<file path="src/rtl/ldx_pkg.sv">
package ldx_pkg;
  typedef enum logic [1:0] {
    ST_IDLE = 2'd0,
    ST_REQ  = 2'd1,
    ST_WAIT = 2'd2
  } ldx_state_e;

  // funct3[1:0] is taken directly as the access size code
  typedef enum logic [1:0] {
    SZ_BYTE = 2'b00,
    SZ_HALF = 2'b01,
    SZ_WORD = 2'b10,
    SZ_NONE = 2'b11
  } ldx_size_e;

  typedef struct packed {
    logic      legal;
    logic      misalign;
    logic      sign_ext;
    ldx_size_e size;
  } ldx_dec_t;
endpackage

</file>
<file path="src/rtl/ldx_decode.sv">
module ldx_decode
  import ldx_pkg::*;
(
  input  logic [2:0] funct3,
  input  logic [1:0] addr_lo,
  output ldx_dec_t   dec
);
  always_comb begin
    dec.size     = ldx_size_e'(funct3[1:0]);
    dec.sign_ext = ~funct3[2];
    // legal codes: 000 001 010 100 101
    unique case (funct3)
      3'b000, 3'b001, 3'b010, 3'b100, 3'b101: dec.legal = 1'b1;
      default:                                dec.legal = 1'b0;
    endcase
    unique case (dec.size)
      SZ_HALF: dec.misalign = addr_lo[0];
      SZ_WORD: dec.misalign = |addr_lo;
      default: dec.misalign = 1'b0;
    endcase
  end
endmodule

</file>
<file path="src/rtl/ldx_extract.sv">
module ldx_extract
  import ldx_pkg::*;
#(
  parameter int DATA_W = 32
) (
  input  logic [DATA_W-1:0] word,
  input  logic [1:0]        lane,
  input  ldx_size_e         size,
  input  logic              sign_ext,
  output logic [DATA_W-1:0] value
);
  localparam int NBYTES = DATA_W / 8;
  localparam int NHALF  = DATA_W / 16;

  logic [7:0]  byte_lane [NBYTES];
  logic [15:0] half_lane [NHALF];

  for (genvar b = 0; b < NBYTES; b++) begin : g_byte
    assign byte_lane[b] = word[8*b +: 8];
  end
  for (genvar h = 0; h < NHALF; h++) begin : g_half
    assign half_lane[h] = word[16*h +: 16];
  end

  logic [7:0]  sel_b;
  logic [15:0] sel_h;

  always_comb begin
    sel_b = byte_lane[lane];
    sel_h = half_lane[lane[1]];
    unique case (size)
      SZ_BYTE: value = {{(DATA_W-8){sign_ext & sel_b[7]}}, sel_b};
      SZ_HALF: value = {{(DATA_W-16){sign_ext & sel_h[15]}}, sel_h};
      default: value = word;
    endcase
  end
endmodule

</file>
<file path="src/rtl/ldx_ctrl.sv">
module ldx_ctrl
  import ldx_pkg::*;
#(
  parameter int ADDR_W = 32,
  parameter int DATA_W = 32,
  parameter int RD_W   = 5
) (
  input  logic              clk,
  input  logic              rst_n,
  input  logic              ld_valid,
  input  logic [ADDR_W-1:0] ld_addr,
  input  logic [RD_W-1:0]   ld_rd,
  input  ldx_dec_t          dec,
  output logic              busy,
  output logic              mem_req_valid,
  input  logic              mem_req_ready,
  output logic [ADDR_W-1:0] mem_req_addr,
  input  logic              mem_rsp_valid,
  output logic              mem_rsp_ready,
  output logic [1:0]        cap_lane,
  output ldx_size_e         cap_size,
  output logic              cap_sign,
  input  logic [DATA_W-1:0] ext_value,
  output logic              wb_valid,
  output logic [RD_W-1:0]   wb_rd,
  output logic [DATA_W-1:0] wb_data,
  output logic              fault_misalign,
  output logic              fault_illegal
);
  ldx_state_e              state;
  logic [ADDR_W-1:0]       cap_addr;
  logic [RD_W-1:0]         cap_rd;

  always_ff @(posedge clk) begin
    if (!rst_n) begin
      state          <= ST_IDLE;
      cap_addr       <= '0;
      cap_rd         <= '0;
      cap_size       <= SZ_WORD;
      cap_sign       <= 1'b0;
      wb_valid       <= 1'b0;
      wb_rd          <= '0;
      wb_data        <= '0;
      fault_misalign <= 1'b0;
      fault_illegal  <= 1'b0;
    end else begin
      wb_valid       <= 1'b0;
      fault_misalign <= 1'b0;
      fault_illegal  <= 1'b0;
      unique case (state)
        ST_IDLE: begin
          if (ld_valid) begin
            if (!dec.legal) begin
              fault_illegal <= 1'b1;
            end else if (dec.misalign) begin
              fault_misalign <= 1'b1;
            end else begin
              cap_addr <= ld_addr;
              cap_rd   <= ld_rd;
              cap_size <= dec.size;
              cap_sign <= dec.sign_ext;
              state    <= ST_REQ;
            end
          end
        end
        ST_REQ: begin
          if (mem_req_ready) state <= ST_WAIT;
        end
        ST_WAIT: begin
          if (mem_rsp_valid) begin
            wb_valid <= (cap_rd != '0);
            wb_rd    <= cap_rd;
            wb_data  <= ext_value;
            state    <= ST_IDLE;
          end
        end
        default: state <= ST_IDLE;
      endcase
    end
  end

  assign busy          = (state != ST_IDLE);
  assign mem_req_valid = (state == ST_REQ);
  assign mem_rsp_ready = (state == ST_WAIT);
  assign mem_req_addr  = {cap_addr[ADDR_W-1:2], 2'b00};
  assign cap_lane      = cap_addr[1:0];
endmodule

</file>
<file path="src/rtl/load_lane_unit.sv">
module load_lane_unit
  import ldx_pkg::*;
#(
  parameter int ADDR_W = 32,
  parameter int DATA_W = 32,
  parameter int RD_W   = 5
) (
  input  logic              clk,
  input  logic              rst_n,
  input  logic              ld_valid,
  input  logic [2:0]        ld_funct3,
  input  logic [ADDR_W-1:0] ld_addr,
  input  logic [RD_W-1:0]   ld_rd,
  output logic              busy,
  output logic              mem_req_valid,
  input  logic              mem_req_ready,
  output logic [ADDR_W-1:0] mem_req_addr,
  input  logic              mem_rsp_valid,
  output logic              mem_rsp_ready,
  input  logic [DATA_W-1:0] mem_rsp_data,
  output logic              wb_valid,
  output logic [RD_W-1:0]   wb_rd,
  output logic [DATA_W-1:0] wb_data,
  output logic              fault_misalign,
  output logic              fault_illegal
);
  ldx_dec_t          dec;
  logic [1:0]        cap_lane;
  ldx_size_e         cap_size;
  logic              cap_sign;
  logic [DATA_W-1:0] ext_value;

  ldx_decode u_dec (
    .funct3  (ld_funct3),
    .addr_lo (ld_addr[1:0]),
    .dec     (dec)
  );

  ldx_extract #(.DATA_W(DATA_W)) u_ext (
    .word     (mem_rsp_data),
    .lane     (cap_lane),
    .size     (cap_size),
    .sign_ext (cap_sign),
    .value    (ext_value)
  );

  ldx_ctrl #(.ADDR_W(ADDR_W), .DATA_W(DATA_W), .RD_W(RD_W)) u_ctrl (
    .clk            (clk),
    .rst_n          (rst_n),
    .ld_valid       (ld_valid),
    .ld_addr        (ld_addr),
    .ld_rd          (ld_rd),
    .dec            (dec),
    .busy           (busy),
    .mem_req_valid  (mem_req_valid),
    .mem_req_ready  (mem_req_ready),
    .mem_req_addr   (mem_req_addr),
    .mem_rsp_valid  (mem_rsp_valid),
    .mem_rsp_ready  (mem_rsp_ready),
    .cap_lane       (cap_lane),
    .cap_size       (cap_size),
    .cap_sign       (cap_sign),
    .ext_value      (ext_value),
    .wb_valid       (wb_valid),
    .wb_rd          (wb_rd),
    .wb_data        (wb_data),
    .fault_misalign (fault_misalign),
    .fault_illegal  (fault_illegal)
  );
endmodule

</file>
<file path="config.mk">
export PLATFORM = sky130hd
export DESIGN_NAME = load_lane_unit
export DESIGN_NICKNAME = d
export VERILOG_FILES = /design/src/rtl/ldx_pkg.sv /design/src/rtl/ldx_decode.sv /design/src/rtl/ldx_extract.sv /design/src/rtl/ldx_ctrl.sv /design/src/rtl/load_lane_unit.sv
export SDC_FILE = /design/constraint.sdc
export NUM_CORES = 1
export LEC_CHECK = 0
export BUFFER_PORTS_ARGS = -buffer_cell sky130_fd_sc_hd__buf_2
export CAP_MARGIN = 5
export CELL_PAD_IN_SITES_DETAIL_PLACEMENT = 0
export CELL_PAD_IN_SITES_GLOBAL_PLACEMENT = 1
export CORE_ASPECT_RATIO = 1.5
export CORE_UTILIZATION = 33
export CTS_BUF_LIST = sky130_fd_sc_hd__clkbuf_8
export CTS_CLUSTER_SIZE = 40
export DETAILED_ROUTE_END_ITERATION = 6
export HOLD_SLACK_MARGIN = 0.08
export PLACE_DENSITY = 0.77
export SLEW_MARGIN = 10
export SYNTH_ARGS = -nofsm -noshare
export SYNTH_HDL_FRONTEND = slang
export SYNTH_SLANG_ARGS = --single-unit
</file>
<file path="constraint.sdc">
create_clock -name clk -period 1.35 [get_ports clk]
set_input_delay 0.135 -clock clk [delete_from_list [all_inputs] [get_ports clk]]
set_output_delay 0.135 -clock clk [all_outputs]
set_load 0.03 [all_outputs]
</file>
==> results.yml <==
placement:
  placedCellCount: 735
  port_buffers: 149
  hpwl_mm: 8.11
  gp_congestion: 0.747
  placed_area_um2: 5020
logic_synthesis:
  ys_async_sr_fraction: 0
  yosysSeqAreaShare: 0.421
  synth-edff-count: 0
  ys_ff_latch: 82
  syn_inst: 434
  ys_types: 43
  synth_top_flop_cell: "dfxtp_1"
  syn_area_per_cell_um2: 8.99
  yosys-top-cells-area: "dfxtp_1 42%, nand2_1 11%, mux2i_1 11%, a21oi_1 4.7%, a21oi_4 4.2%"
  yosys_warnings: 0
  netlist_area_um2: 3900
  yosysTopAreaCell: "dfxtp_1"
  synth_top_area_share: 0.421
timing:
  final_max_slew_viol_count: 0
  setup_viol: 57
  hold_viol: 0
  finClkSkew_ns: 0.0138
  post-route-period-util: 1.09
  rsz0062_at_grt: "yes"
  tns_ns: -2.53
  layout_setup_ws_ns: -0.122
  min_period_ns: 1.47
  fmax_mhz: 680
detailed_routing:
  drt_iter0_markers: 120
  via_per_inst: 4.72
  wl_mm: 12.0
  num_vias: 3867
  drc: 0
  dr.pass1.iters: 4
  ant_nets: 0
  wire_per_inst_um: 14.7
clocking:
  insertion_delay_ns: 0.37
  clk_pin_slew_ns: 0.09
  numCtsBuffers: 9
  cts_tree: "done"
  htree_levels: 3
  cts_root_buf: "clkbuf_8"
  cts_sinks: 82
  clockBufferDepth: 2
pwr:
  power_density_nw_per_um2: 919
  p_comb_frac: 0.245
  p_seq_frac: 0.452
  ir_worst_vdd_uv: 502
  p_clk_frac: 0.302
  leakage_nw: 2.80
  swShare: 0.308
  intPower_mw: 3.94
  p_sw_mw: 1.76
setup_path:
  worstSetupPathType: "flip-flop to flip-flop"
  setup.worst_path.end_class: "flip-flop"
  path_max_fanout: 16
  critPathLaunchType: "flip-flop"
  critPathRequiredTime_ns: 1.60
  worstPathArrival_ns: 1.72
grt:
  overflow: 0
  grt_max_degree: 41
  antenna_found_initial: 0
  grt_pass1_wl_mm: 18.5
  grt_use_total: 0.190
  first_global_vias: 3892
job:
  maxCapViolations: 0
floorplanning:
  start_util: 0.338
  die_y_um: 135
  placementRows: 48
  ioPinCount: 152
  die_w_um: 90.8
  core_area_um2: 11500
  dieArea_um2: 12300
hold_path:
  hold_path_class: "primary input to flip-flop"
final_layout:
  multi_input_area_um2: 2200
  fillCellCount: 1082
  final_nets: 745
  fin_area_um2: 6210
  drive_gt1_frac: 0.410
  antenna_cells: 0
  layout.cells.non_filler: 820
  regArea_um2: 1650
  areaGrowthSynthToFinish_pct: 59.1
outcome:
  violations: "setup timing"
  status: "complete, but fails checks"
==> timing repair <==
item,in CTS,in global routing
gates resized for setup,32,41
hold buffers,61,0
cloned,3,1
setup buffers,3,1
setup endpoints to repair,75,77
pin swaps,9,23
endpoints found under the hold margin,62,0
==> logic make-up after synthesis <==
logic type,Yosys count,share of synthesized area
DFF,82,0.421
muxes,58,0.157
and+or+nand+nor,133,0.143
adders and majority gates,3,0.00962
AOI/OAI and AO/OA,109,0.202
other,1,0.000961
buffers and inverters,48,0.0664
==> per-layer routing <==
layer,vias to the layer above,part of all wire,track usage
li1,1930,-,-
met1,1805,0.40,0.200
met2,118,0.53,0.367
met3,14,0.049,0.0421
met4,0,0.018,0.0661
met5,-,0,0
==> cell usage after synthesis (7+ instances only) <==
cell and instances:
nand2_1 110, dfxtp_1 82, mux2i_1 41, a21oi_1 37
o21ai_0 28, clkbuf_1 23, inv_1 15, mux2_2 14
a21oi_4 10, a22oi_1 8, a22o_1 7, nor2b_1 7
==> critical path, cell delays in order (launching register included) <==
cell     delay [ns]
dfxtp_4        0.42
buf_4          0.13
mux2i_1        0.21
mux2i_2        0.11
a31oi_4        0.17
buf_12         0.21
a21oi_1        0.09
==> area by class of cell <==
cell class / instances / area share
repair buffers: 252 / 0.307
inverters: 15 / 0.0115
multi-input cells: 305 / 0.355
clock inverters: 6 / 0.00806
well taps: 150 / 0.0302
clock buffers: 10 / 0.0222
flip-flops and latches: 82 / 0.266
==> worst paths after layout <==
path                                    from                          endpoint  slack, ns  cells past startpoint
min reg2reg  u_ctrl.cap_addr[8]$_SDFFE_PN0P_   u_ctrl.cap_addr[8]$_SDFFE_PN0P_       0.46                      2
max reg2reg  u_ctrl.cap_addr[1]$_SDFFE_PN0P_   u_ctrl.wb_data[19]$_SDFFE_PN0P_      -0.12                      6
min                                    rst_n  u_ctrl.fault_misalign$_SDFF_PN0_       0.10                      3
max          u_ctrl.cap_addr[1]$_SDFFE_PN0P_   u_ctrl.wb_data[19]$_SDFFE_PN0P_      -0.12                      6
==> power by group through the flow <==
| stage | Clock, mW | Sequential, mW | Combinational, mW |
|---|---|---|---|
| after floorplan | 0 | 2.77 | 0.540 |
| after global placement | 0 | 2.63 | 1.06 |
| after detailed placement | 0 | 2.63 | 1.08 |
| after CTS | 1.77 | 2.58 | 1.32 |
| after global routing | 1.85 | 2.59 | 1.49 |
| final | 1.72 | 2.58 | 1.40 |
==> sequential cells by signal (all words and copies together), names as in the netlist <==
name and flops:
u_ctrl.wb_data 32, u_ctrl.fault_illegal 1, u_ctrl.cap_size 2, u_ctrl.cap_rd 5
u_ctrl.wb_valid 1, u_ctrl.state 2, u_ctrl.cap_addr 32, u_ctrl.wb_rd 5
u_ctrl.cap_sign 1, u_ctrl.fault_misalign 1
==> cell usage in the layout, fill, tap and decap left out, types with 10 or more instances in the layout <==
master | synthesis | routed
mux2_4 | 1 | 13
buf_6 | 1 | 14
inv_1 | 15 | 13
mux2i_1 | 41 | 41
buf_2 | 2 | 145
buf_4 | 2 | 20
nand2_1 | 110 | 108
a21oi_4 | 10 | 10
dfxtp_1 | 82 | 79
clkbuf_8 | 0 | 10
a21oi_1 | 37 | 29
dlygate4sd3_1 | 0 | 61
o21ai_0 | 28 | 25
==> per-stage QoR <==
step	utilization	power (mW)	setup WS, ns	hold slack, ns
2_1_floorplan	-	3.31	-0.0614	0.266
6_report	0.538	5.70	-0.122	0.100
3_3_place_gp	0.436	3.69	-0.261	0.380
4_1_cts	0.522	5.67	-0.109	0.0886
5_1_grt	0.538	5.93	-0.145	0.103
3_5_place_dp	0.436	3.71	-0.330	0.387
Note: power is estimated with default switching activity, not from simulation.
